## src/rtl/ipi_tmr_pkg.sv

```systemverilog
package ipi_tmr_pkg;
    localparam int MAX_CPUS = 4;
    localparam int CPU_IDW  = 2;
    localparam int DATA_W   = 32;

    // control-word field positions
    localparam int POST_LSB   = 12;
    localparam int IPICLR_LSB = 8;
    localparam int TMRCLR_LSB = 4;
    localparam int QUIET_BIT  = 28;

    typedef enum logic [1:0] {
        REG_CTRL     = 2'd0,
        REG_IPI_STAT = 2'd1,
        REG_TMR_STAT = 2'd2,
        REG_IPI_REQ  = 2'd3
    } reg_sel_e;

    typedef enum logic { IPI_IDLE = 1'b0, IPI_PEND = 1'b1 } ipi_state_e;
    typedef enum logic { TMR_IDLE = 1'b0, TMR_PEND = 1'b1 } tmr_state_e;

    typedef struct packed {
        logic [MAX_CPUS-1:0] post;
        logic [MAX_CPUS-1:0] clr_ipi;
        logic [MAX_CPUS-1:0] clr_tmr;
        logic                bad;
    } cmd_t;
endpackage

```

## src/rtl/ipi_cmd_decode.sv

```systemverilog
module ipi_cmd_decode
    import ipi_tmr_pkg::*;
#(
    parameter int NCPU = 4
) (
    input  logic              wr,
    input  logic [1:0]        sel,
    input  logic [DATA_W-1:0] wdata,
    output cmd_t              cmd
);
    localparam logic [MAX_CPUS-1:0] PRESENT = MAX_CPUS'((1 << NCPU) - 1);

    logic [MAX_CPUS-1:0] f_post, f_cipi, f_ctmr, f_low;
    logic                unused_hi;

    assign f_post    = wdata[POST_LSB   +: MAX_CPUS];
    assign f_cipi    = wdata[IPICLR_LSB +: MAX_CPUS];
    assign f_ctmr    = wdata[TMRCLR_LSB +: MAX_CPUS];
    assign f_low     = wdata[MAX_CPUS-1:0];
    assign unused_hi = ^{wdata[DATA_W-1:QUIET_BIT+1], wdata[QUIET_BIT-1:POST_LSB+MAX_CPUS]};

    always_comb begin
        cmd = '0;
        if (wr) begin
            unique case (reg_sel_e'(sel))
                REG_CTRL: begin
                    cmd.post    = f_post & PRESENT;
                    cmd.clr_ipi = f_cipi & PRESENT;
                    cmd.clr_tmr = f_ctmr & PRESENT;
                    cmd.bad     = (f_post == '0) && (f_cipi == '0) &&
                                  (f_ctmr == '0) && !wdata[QUIET_BIT];
                end
                REG_IPI_STAT: begin
                    cmd.clr_ipi = f_low & PRESENT;
                    cmd.bad     = (f_low == '0);
                end
                REG_TMR_STAT: begin
                    cmd.clr_tmr = f_low & PRESENT;
                    cmd.bad     = (f_low == '0);
                end
                REG_IPI_REQ: begin
                    cmd.post    = f_low & PRESENT;
                    cmd.bad     = (f_low == '0);
                end
                default: cmd = '0;
            endcase
        end
    end
endmodule

```

## src/rtl/ipi_cpu_slot.sv

```systemverilog
module ipi_cpu_slot
    import ipi_tmr_pkg::*;
(
    input  logic clk,
    input  logic rst_n,
    input  logic post,
    input  logic clr_ipi,
    input  logic clr_tmr,
    input  logic tick,
    output logic ipi_pend,
    output logic tmr_pend,
    output logic warn_now
);
    ipi_state_e ipi_q, ipi_d;
    tmr_state_e tmr_q, tmr_d;

    // state registers
    always_ff @(posedge clk) begin
        if (!rst_n) begin
            ipi_q <= IPI_IDLE;
            tmr_q <= TMR_IDLE;
        end else begin
            ipi_q <= ipi_d;
            tmr_q <= tmr_d;
        end
    end

    // transitions: a clear is applied before a post or tick
    always_comb begin
        ipi_d = ipi_q;
        unique case (ipi_q)
            IPI_IDLE: if (post)             ipi_d = IPI_PEND;
            IPI_PEND: if (clr_ipi && !post) ipi_d = IPI_IDLE;
            default:                        ipi_d = IPI_IDLE;
        endcase
        tmr_d = tmr_q;
        unique case (tmr_q)
            TMR_IDLE: if (tick)             tmr_d = TMR_PEND;
            TMR_PEND: if (clr_tmr && !tick) tmr_d = TMR_IDLE;
            default:                        tmr_d = TMR_IDLE;
        endcase
    end

    // outputs
    always_comb begin
        ipi_pend = (ipi_q == IPI_PEND);
        tmr_pend = (tmr_q == TMR_PEND);
        unique case (ipi_q)
            IPI_IDLE: warn_now = clr_ipi;
            IPI_PEND: warn_now = post && !clr_ipi;
            default:  warn_now = 1'b0;
        endcase
    end
endmodule

```

## src/rtl/ipi_readback.sv

```systemverilog
module ipi_readback
    import ipi_tmr_pkg::*;
(
    input  logic                clk,
    input  logic                rst_n,
    input  logic                rd,
    input  logic [1:0]          sel,
    input  logic [CPU_IDW-1:0]  cpu,
    input  logic [MAX_CPUS-1:0] ipi,
    input  logic [MAX_CPUS-1:0] tmr,
    output logic [DATA_W-1:0]   rdata
);
    logic [DATA_W-1:0] rd_d;

    always_comb begin
        rd_d = '0;
        unique case (reg_sel_e'(sel))
            REG_CTRL: begin
                rd_d[IPICLR_LSB +: MAX_CPUS] = ipi;
                rd_d[TMRCLR_LSB +: MAX_CPUS] = tmr;
                rd_d[CPU_IDW-1:0]            = cpu;
            end
            REG_IPI_STAT: rd_d[MAX_CPUS-1:0] = ipi;
            REG_TMR_STAT: rd_d[MAX_CPUS-1:0] = tmr;
            REG_IPI_REQ:  rd_d = '0;
            default:      rd_d = '0;
        endcase
    end

    always_ff @(posedge clk) begin
        if (!rst_n)  rdata <= '0;
        else if (rd) rdata <= rd_d;
    end
endmodule

```

## src/rtl/ipi_timer_intc.sv

```systemverilog
module ipi_timer_intc
    import ipi_tmr_pkg::*;
#(
    parameter int NCPU = 4
) (
    input  logic                clk,
    input  logic                rst_n,
    input  logic                csr_wr,
    input  logic                csr_rd,
    input  logic [1:0]          csr_sel,
    input  logic [DATA_W-1:0]   csr_wdata,
    input  logic [CPU_IDW-1:0]  csr_cpu,
    output logic [DATA_W-1:0]   csr_rdata,
    input  logic                timer_tick,
    output logic [MAX_CPUS-1:0] ipi_irq,
    output logic [MAX_CPUS-1:0] tmr_irq,
    output logic                warn,
    output logic                err
);
    cmd_t                cmd;
    logic [MAX_CPUS-1:0] warn_vec;

    ipi_cmd_decode #(.NCPU(NCPU)) u_dec (
        .wr    (csr_wr),
        .sel   (csr_sel),
        .wdata (csr_wdata),
        .cmd   (cmd)
    );

    for (genvar i = 0; i < MAX_CPUS; i++) begin : g_cpu
        if (i < NCPU) begin : g_on
            ipi_cpu_slot u_slot (
                .clk      (clk),
                .rst_n    (rst_n),
                .post     (cmd.post[i]),
                .clr_ipi  (cmd.clr_ipi[i]),
                .clr_tmr  (cmd.clr_tmr[i]),
                .tick     (timer_tick),
                .ipi_pend (ipi_irq[i]),
                .tmr_pend (tmr_irq[i]),
                .warn_now (warn_vec[i])
            );
        end else begin : g_off
            assign ipi_irq[i]  = 1'b0;
            assign tmr_irq[i]  = 1'b0;
            assign warn_vec[i] = 1'b0;
        end
    end

    always_ff @(posedge clk) begin
        if (!rst_n) begin
            warn <= 1'b0;
            err  <= 1'b0;
        end else begin
            warn <= |warn_vec;
            err  <= cmd.bad;
        end
    end

    ipi_readback u_rb (
        .clk   (clk),
        .rst_n (rst_n),
        .rd    (csr_rd),
        .sel   (csr_sel),
        .cpu   (csr_cpu),
        .ipi   (ipi_irq),
        .tmr   (tmr_irq),
        .rdata (csr_rdata)
    );
endmodule

```

## config.mk

```make
export PLATFORM = sky130hd
export DESIGN_NAME = ipi_timer_intc
export DESIGN_NICKNAME = d
export VERILOG_FILES = /design/src/rtl/ipi_tmr_pkg.sv /design/src/rtl/ipi_cmd_decode.sv /design/src/rtl/ipi_cpu_slot.sv /design/src/rtl/ipi_readback.sv /design/src/rtl/ipi_timer_intc.sv
export SDC_FILE = /design/constraint.sdc
export NUM_CORES = 1
export LEC_CHECK = 0
export BUFFER_PORTS_ARGS = -buffer_cell sky130_fd_sc_hd__buf_2
export CORE_ASPECT_RATIO = 1.4
export CORE_MARGIN = 2
export CORE_UTILIZATION = 39
export CTS_CLUSTER_DIAMETER = 150
export CTS_CLUSTER_SIZE = 40
export DETAILED_ROUTE_END_ITERATION = 7
export PLACE_DENSITY = 0.81
export SLEW_MARGIN = 5
export SYNTH_ARGS = -nofsm -noshare
export SYNTH_HDL_FRONTEND = slang
export SYNTH_SLANG_ARGS = --single-unit
```

## constraint.sdc

```tcl
create_clock -name clk -period 1.8 [get_ports clk]
set_clock_uncertainty 0.2 [all_clocks]
set_input_delay 0.54 -clock clk [delete_from_list [all_inputs] [get_ports clk]]
set_output_delay 0.54 -clock clk [all_outputs]
set_load 0.01 [all_outputs]
```

### Yosys cells after proc, flatten, opt, wreduce, memory -nomap -nowiden

Index checks and enable logic that the tools add are counted.

| operators by class | value |
|---|---|
| equal/unequal tests | 3 |
| muxes and demuxes | 33 |
| bitwise operators | 8 |
| reduce and logical (&&, ||, !) cells | 33 |

Operators by type and width:

| operator | number |
|---|---|
| case mux 1 bit (2 select lines) | 13 |
| case mux 4 bit (2 select lines) | 3 |
| zero test 4 bit | 4 |
| logical AND 1 bit | 15 |
| 2-to-1 mux 1 bit | 13 |
| 2-to-1 mux 13 bit | 1 |
| zero test 1 bit | 10 |
| 2-to-1 mux 8 bit | 1 |
| inverter 1 bit | 8 |
| case mux 2 bit (4 select lines) | 1 |
| == test 2 bit, second input constant | 2 |
| case mux 2 bit (2 select lines) | 1 |
| OR reduction 4 bit | 1 |
| OR reduction 3 bit | 1 |
| == test 2 x 1 -> 1 bit, second input constant | 1 |
| zero test 2 bit | 1 |
| AND reduction 2 bit | 1 |

| word-level totals | value |
|---|---|
| bits in registers | 22 |
| output and inout port bits | 42 |
| word-level logic and storage cells | 88 |

### Logic depth before layout (Yosys ltp)

| logic depth | value |
|---|---|
| depth in word-level cells | 10 |
| mapped depth | 7 |
| gate-level depth less buffers | 6 |

### Cells and area by module

Synthesis repeated with hierarchy kept, for this count alone.

| unflattened totals | value |
|---|---|
| cells, all modules | 161 |
| area, all modules | 1468.9 µm² |

Modules (own cells, without submodules):

| module | times used | cells an instance | area an instance (µm²) | seq. area each (µm²) |
|---|---|---|---|---|
| ipi_readback | 1 | 83 | 739.5 | 240.2 |
| ipi_cpu_slot | 4 | 8 | 88.8 | 40.0 |
| ipi_cmd_decode | 1 | 42 | 316.6 | 0.0 |
| ipi_timer_intc | 1 | 4 | 57.6 | 40.0 |

### Worst setup path before layout

No wires, ideal clock.

| path | value |
|---|---|
| path kind | input-to-reg |
| from | in csr_sel[0] |
| to | reg warn |
| library setup time | 0.135 ns |
| arrival time | 1.657 ns |
| data required time | 1.465 ns |
| slack | -0.191 ns |
| stages | 7 |
| cells stage by stage | inv_1 ha_1 buf_4 a22o_1 nor4b_1 a311oi_2 a41oi_2 |

| between the ends | value |
|---|---|
| longest elaborated chain between the ends | 7 |
| elaborated cells between the ends (all ways) | 19 |
| classes of those cells | 2 x eq/ne; 7 x mux; 10 x reduce/logical |

Ends and longest elaborated chain:

| element | line | RTL |
|---|---|---|
| start, declared | ipi_timer_intc.sv:10 | `input logic [1:0] csr_sel,` |
| == test 2 x 1 -> 1 bit / zero test 2 bit (equally long branches) | ipi_cmd_decode.sv:25 | `unique case (reg_sel_e'(sel))` |
| case mux 4 bit (2 select lines) | ipi_cmd_decode.sv:25 |  |
| 2-to-1 mux 13 bit * | ipi_cmd_decode.sv:24 | `if (wr) begin` |
| zero test 1 bit | ipi_cpu_slot.sv:50 | `IPI_PEND: warn_now = post && !clr_ipi;` |
| logical AND 1 bit | ipi_cpu_slot.sv:50 |  |
| case mux 1 bit (2 select lines) | ipi_cpu_slot.sv:48 | `unique case (ipi_q)` |
| OR reduction 4 bit * | ipi_timer_intc.sv:55 | `warn <= \|warn_vec;` |
| end signal, assigned | ipi_timer_intc.sv:55 |  |
| end, declared | ipi_timer_intc.sv:17 | `output logic warn,` |

Every way passes the cells marked *; elsewhere a longest branch is shown, timed or not.
A chain may end at the register's enable or synchronous reset.

### Worst setup path in the final report

Same ends and word-level chain as after synthesis.

==> metrics.md <==
| Metric | Value |
|---|---|
| Outcome | completed |
| Sw Ratio | 25.2% |
| Global Route met3 Usage | 1.39% |
| Crit-path leading delay family | compound AO/OA/AOI/OAI gates |
| Netlist cell types | 38 |
| CTS tree | built |
| Routed Antenna Nets | 0 |
| CTS Sinks | 22 |
| Fmax | 0.557 GHz |
| Req. time, crit path | 1730 ps |
| Gate power share | 21.1% |
| Pins Over Slew Limit | 0 |
| Worst Path Max Fanout | 7 |
| Top cells by area, synth | dfxtp_1 (31%), buf_4 (16%), a22oi_1 (6.9%) |
| Fin nets | 279 |
| First-pass DRT Iterations | 4 |
| # Post-CTS Setup Buffers | 0 |
| H-Tree Depth | 1 |
| Ys async rst share | 0% |
| Syn Std Cell Area | 0.00141 sq mm |
| Register area | 440 sq um |
| Vias per cell | 5.00 |
| #FFs+latches synth | 22 |
| CTS buffer count | 3 |
| Share of the synthesized area in the top cell type | 31.3% |
| PwrDens | 667 mW/mm^2 |
| Type of the tightest min-delay check | flip-flop to flip-flop |
| # hold bufs at CTS | 0 |
| Largest net degree at the start of global routing | 15 |
| Worst path bufs/invs | 2 |
| Number of synthesized flops with an enable pin | 0 |
| Maximum root-to-sink buffer count | 2 |
| Syn. warnings | 0 |
| Io pins | 83 |
| Syn Area/Cell | 8.18 sq um |
| CORE AREA | 0.00341 sq mm |
| Worst vdd ir | 0.000426 V |
| PnR worst setup slack | 4.50 ps |
| Total track usage | 16.5% |
| RSZ-0062 raised after global routing | yes |
| DP Cell Count | 268 |
| I/O Buffers | 47 |
| Total Wirelength | 3490 um |
| Most Crowded Layer GR | met2 |
| DRC | 0 |
| Tcrit/Tclk final | 99.7% |
| Die ar. | 0.00411 sq mm |
| Post-detail-place hpwl | 2790 um |
| CP peak stage delay | 230 ps |
| Most frequent cells after synthesis | buf_4 (30), dfxtp_1 (22), nor2_1 (19) |
| Clock Latency Late Sink | 260 ps |
| Met2 Use GR | 31.7% |
| Area leader, netlist | dfxtp_1 |
| Clk slew on worst S/H paths | 80 ps |
| Non-filler cells, final | 272 |
| Flop pwr share | 42.3% |
| Post-layout total power | 1.23 mW |
| Post-place setup slack | -312 ps |
| Arrival time at the worst endpoint | 1730 ps |
| GPL Wtd Cong | 0.799 |
| Top-count cell post-synth | buf_4 |
| Sw Pwr | 0.311 mW |
| Root Driver | clkbuf_8 |
| Worst setup EP type | flip-flop |
| Ys flop type | dfxtp_1 |
| Max_cap viols | 0 |
| Synth-to-Final Area Change | 31.1% |
| N_diodes | 0 |
| Via count | 1359 |
| Initial Util | 41.2% |
| Minimum clock period | 1800 ps |
| Initial drt markers | 29 |
| Die X | 54.8 um |
| Die height | 75.1 um |
| Initial antenna violation count | 0 |
| Hold Vio Cnt, Final | 0 |
| # fillers | 339 |
| Clock Power Share | 36.6% |
| Sequential element share of the synthesized area | 31.3% |
| Rows | 25 |
| Grt met1 use | 17.7% |
| Layout cells sized above 1 | 40.9% |
| Leakage | 0.855 nW |
| CP cell instances | buf_2 -> inv_2 -> ha_4 -> a22o_4 -> nor4b_2 -> a311oi_2 -> a41oi_2 |
| Final setup viols | 0 |
| Multi-input gate area | 831 sq um |
| Cell Int Power | 0.920 mW |
| Mapped Cells | 172 |
| Setup CP Type | primary input to flip-flop |
| WL/cell | 12.8 um |
| Crit-path slowest cell | a22o_4 |
| First-pass GRT wire length | 5090 um |
| Critical Path Start Type | primary input |
| Total congestion overflow | 0 |
| Vias in the first global route | 1200 |
final timing paths:
kind                                                                from                          to  slack (ps)  depth (start not counted)
worst min register to register                u_rb.rdata[1]$_SDFFE_PN0P_  u_rb.rdata[1]$_SDFFE_PN0P_         300                          2
worst max register to register  g_cpu[2].g_on.u_slot.ipi_pend$_SDFF_PN0_             warn$_SDFF_PN0_         460                          3
worst max-delay path                                          csr_sel[0]             warn$_SDFF_PN0_           5                          7
worst min-delay path                          u_rb.rdata[1]$_SDFFE_PN0P_  u_rb.rdata[1]$_SDFFE_PN0P_         300                          2
stage by stage:
step	instance area (sq um)	util [%]	TNS [ps]	hold slack (ps)
after global routing	1840	54.1	-73.6	355
after CTS	1820	53.4	0	308
final	1840	54.1	0	297
after detailed placement	1710	50.1	-2800	288
after global placement	1710	50.1	-2220	275
after floorplan	1490	-	-82.5	280
power by group through the flow:
stage / clock network [mW] / registers (mW) / logic (mW)
after CTS: 0.456 / 0.520 / 0.251
after floorplan: 0 / 0.529 / 0.170
final: 0.451 / 0.520 / 0.260
after detailed placement: 0 / 0.532 / 0.240
after global routing: 0.469 / 0.522 / 0.284
after global placement: 0 / 0.531 / 0.237
layout make-up:
cell class / instances / area share [%]
timing repair buffer: 72 / 22.9
tap: 40 / 2.71
inverter: 7 / 1.56
clock buffer: 3 / 2.24
sequential: 22 / 23.9
multi-input combinational: 127 / 45.0
clock inverter: 1 / 1.63
what timing repair did:
item                       in CTS  in global routing
setup endpoints to repair       1                  6
hold endpoints to repair        0                  0
pin swaps                       0                  2
resized for setup               6                  5
cell usage in the layout, fill, tap and decap left out, types with 2 or more instances in the layout:
cell type	n
or2_2	2
conb_1	20
dfxtp_1	22
nor4_1	3
o22ai_1	2
and2_1	3
a22oi_1	11
a22oi_2	3
buf_4	25
nand3_1	2
ha_4	3
buf_2	47
o31ai_1	2
nor2_1	19
mux2i_1	2
clkbuf_8	3
nand2_1	5
inv_1	4
nor2b_1	10
a21oi_1	14
o21ai_0	7
cell families after synthesis:
group                      after synthesis  share of synthesized area, %
and+or+nand+nor                         54                          20.0
AOI/OAI and AO/OA                       46                          22.7
buffers and inverters                   42                          19.8
DFF                                     22                          31.3
adders and majority gates                5                          4.45
muxes                                    2                          1.42
other                                    1                         0.267
sequential cells by signal, summed over array words and instances, names as in the netlist:
name,flops
u_rb.rdata,12
g_cpu.g_on.u_slot.tmr_pend,4
warn,1
g_cpu.g_on.u_slot.ipi_pend,4
err,1
worst reg2reg max path, delay by kind of cell (launching register included):
kind | cells | cell delay, ps
AO/OA/AOI/OAI | 2 | 430
flip-flops | 1 | 470
AND/OR/NAND/NOR | 1 | 120
layer usage:
layer	part of all wire, %	wire length (um)
met1	39	1360
met4	2.3	80
met3	6.7	235
met2	52	1810
met5	0	0
(Power assumes the default switching activity.)
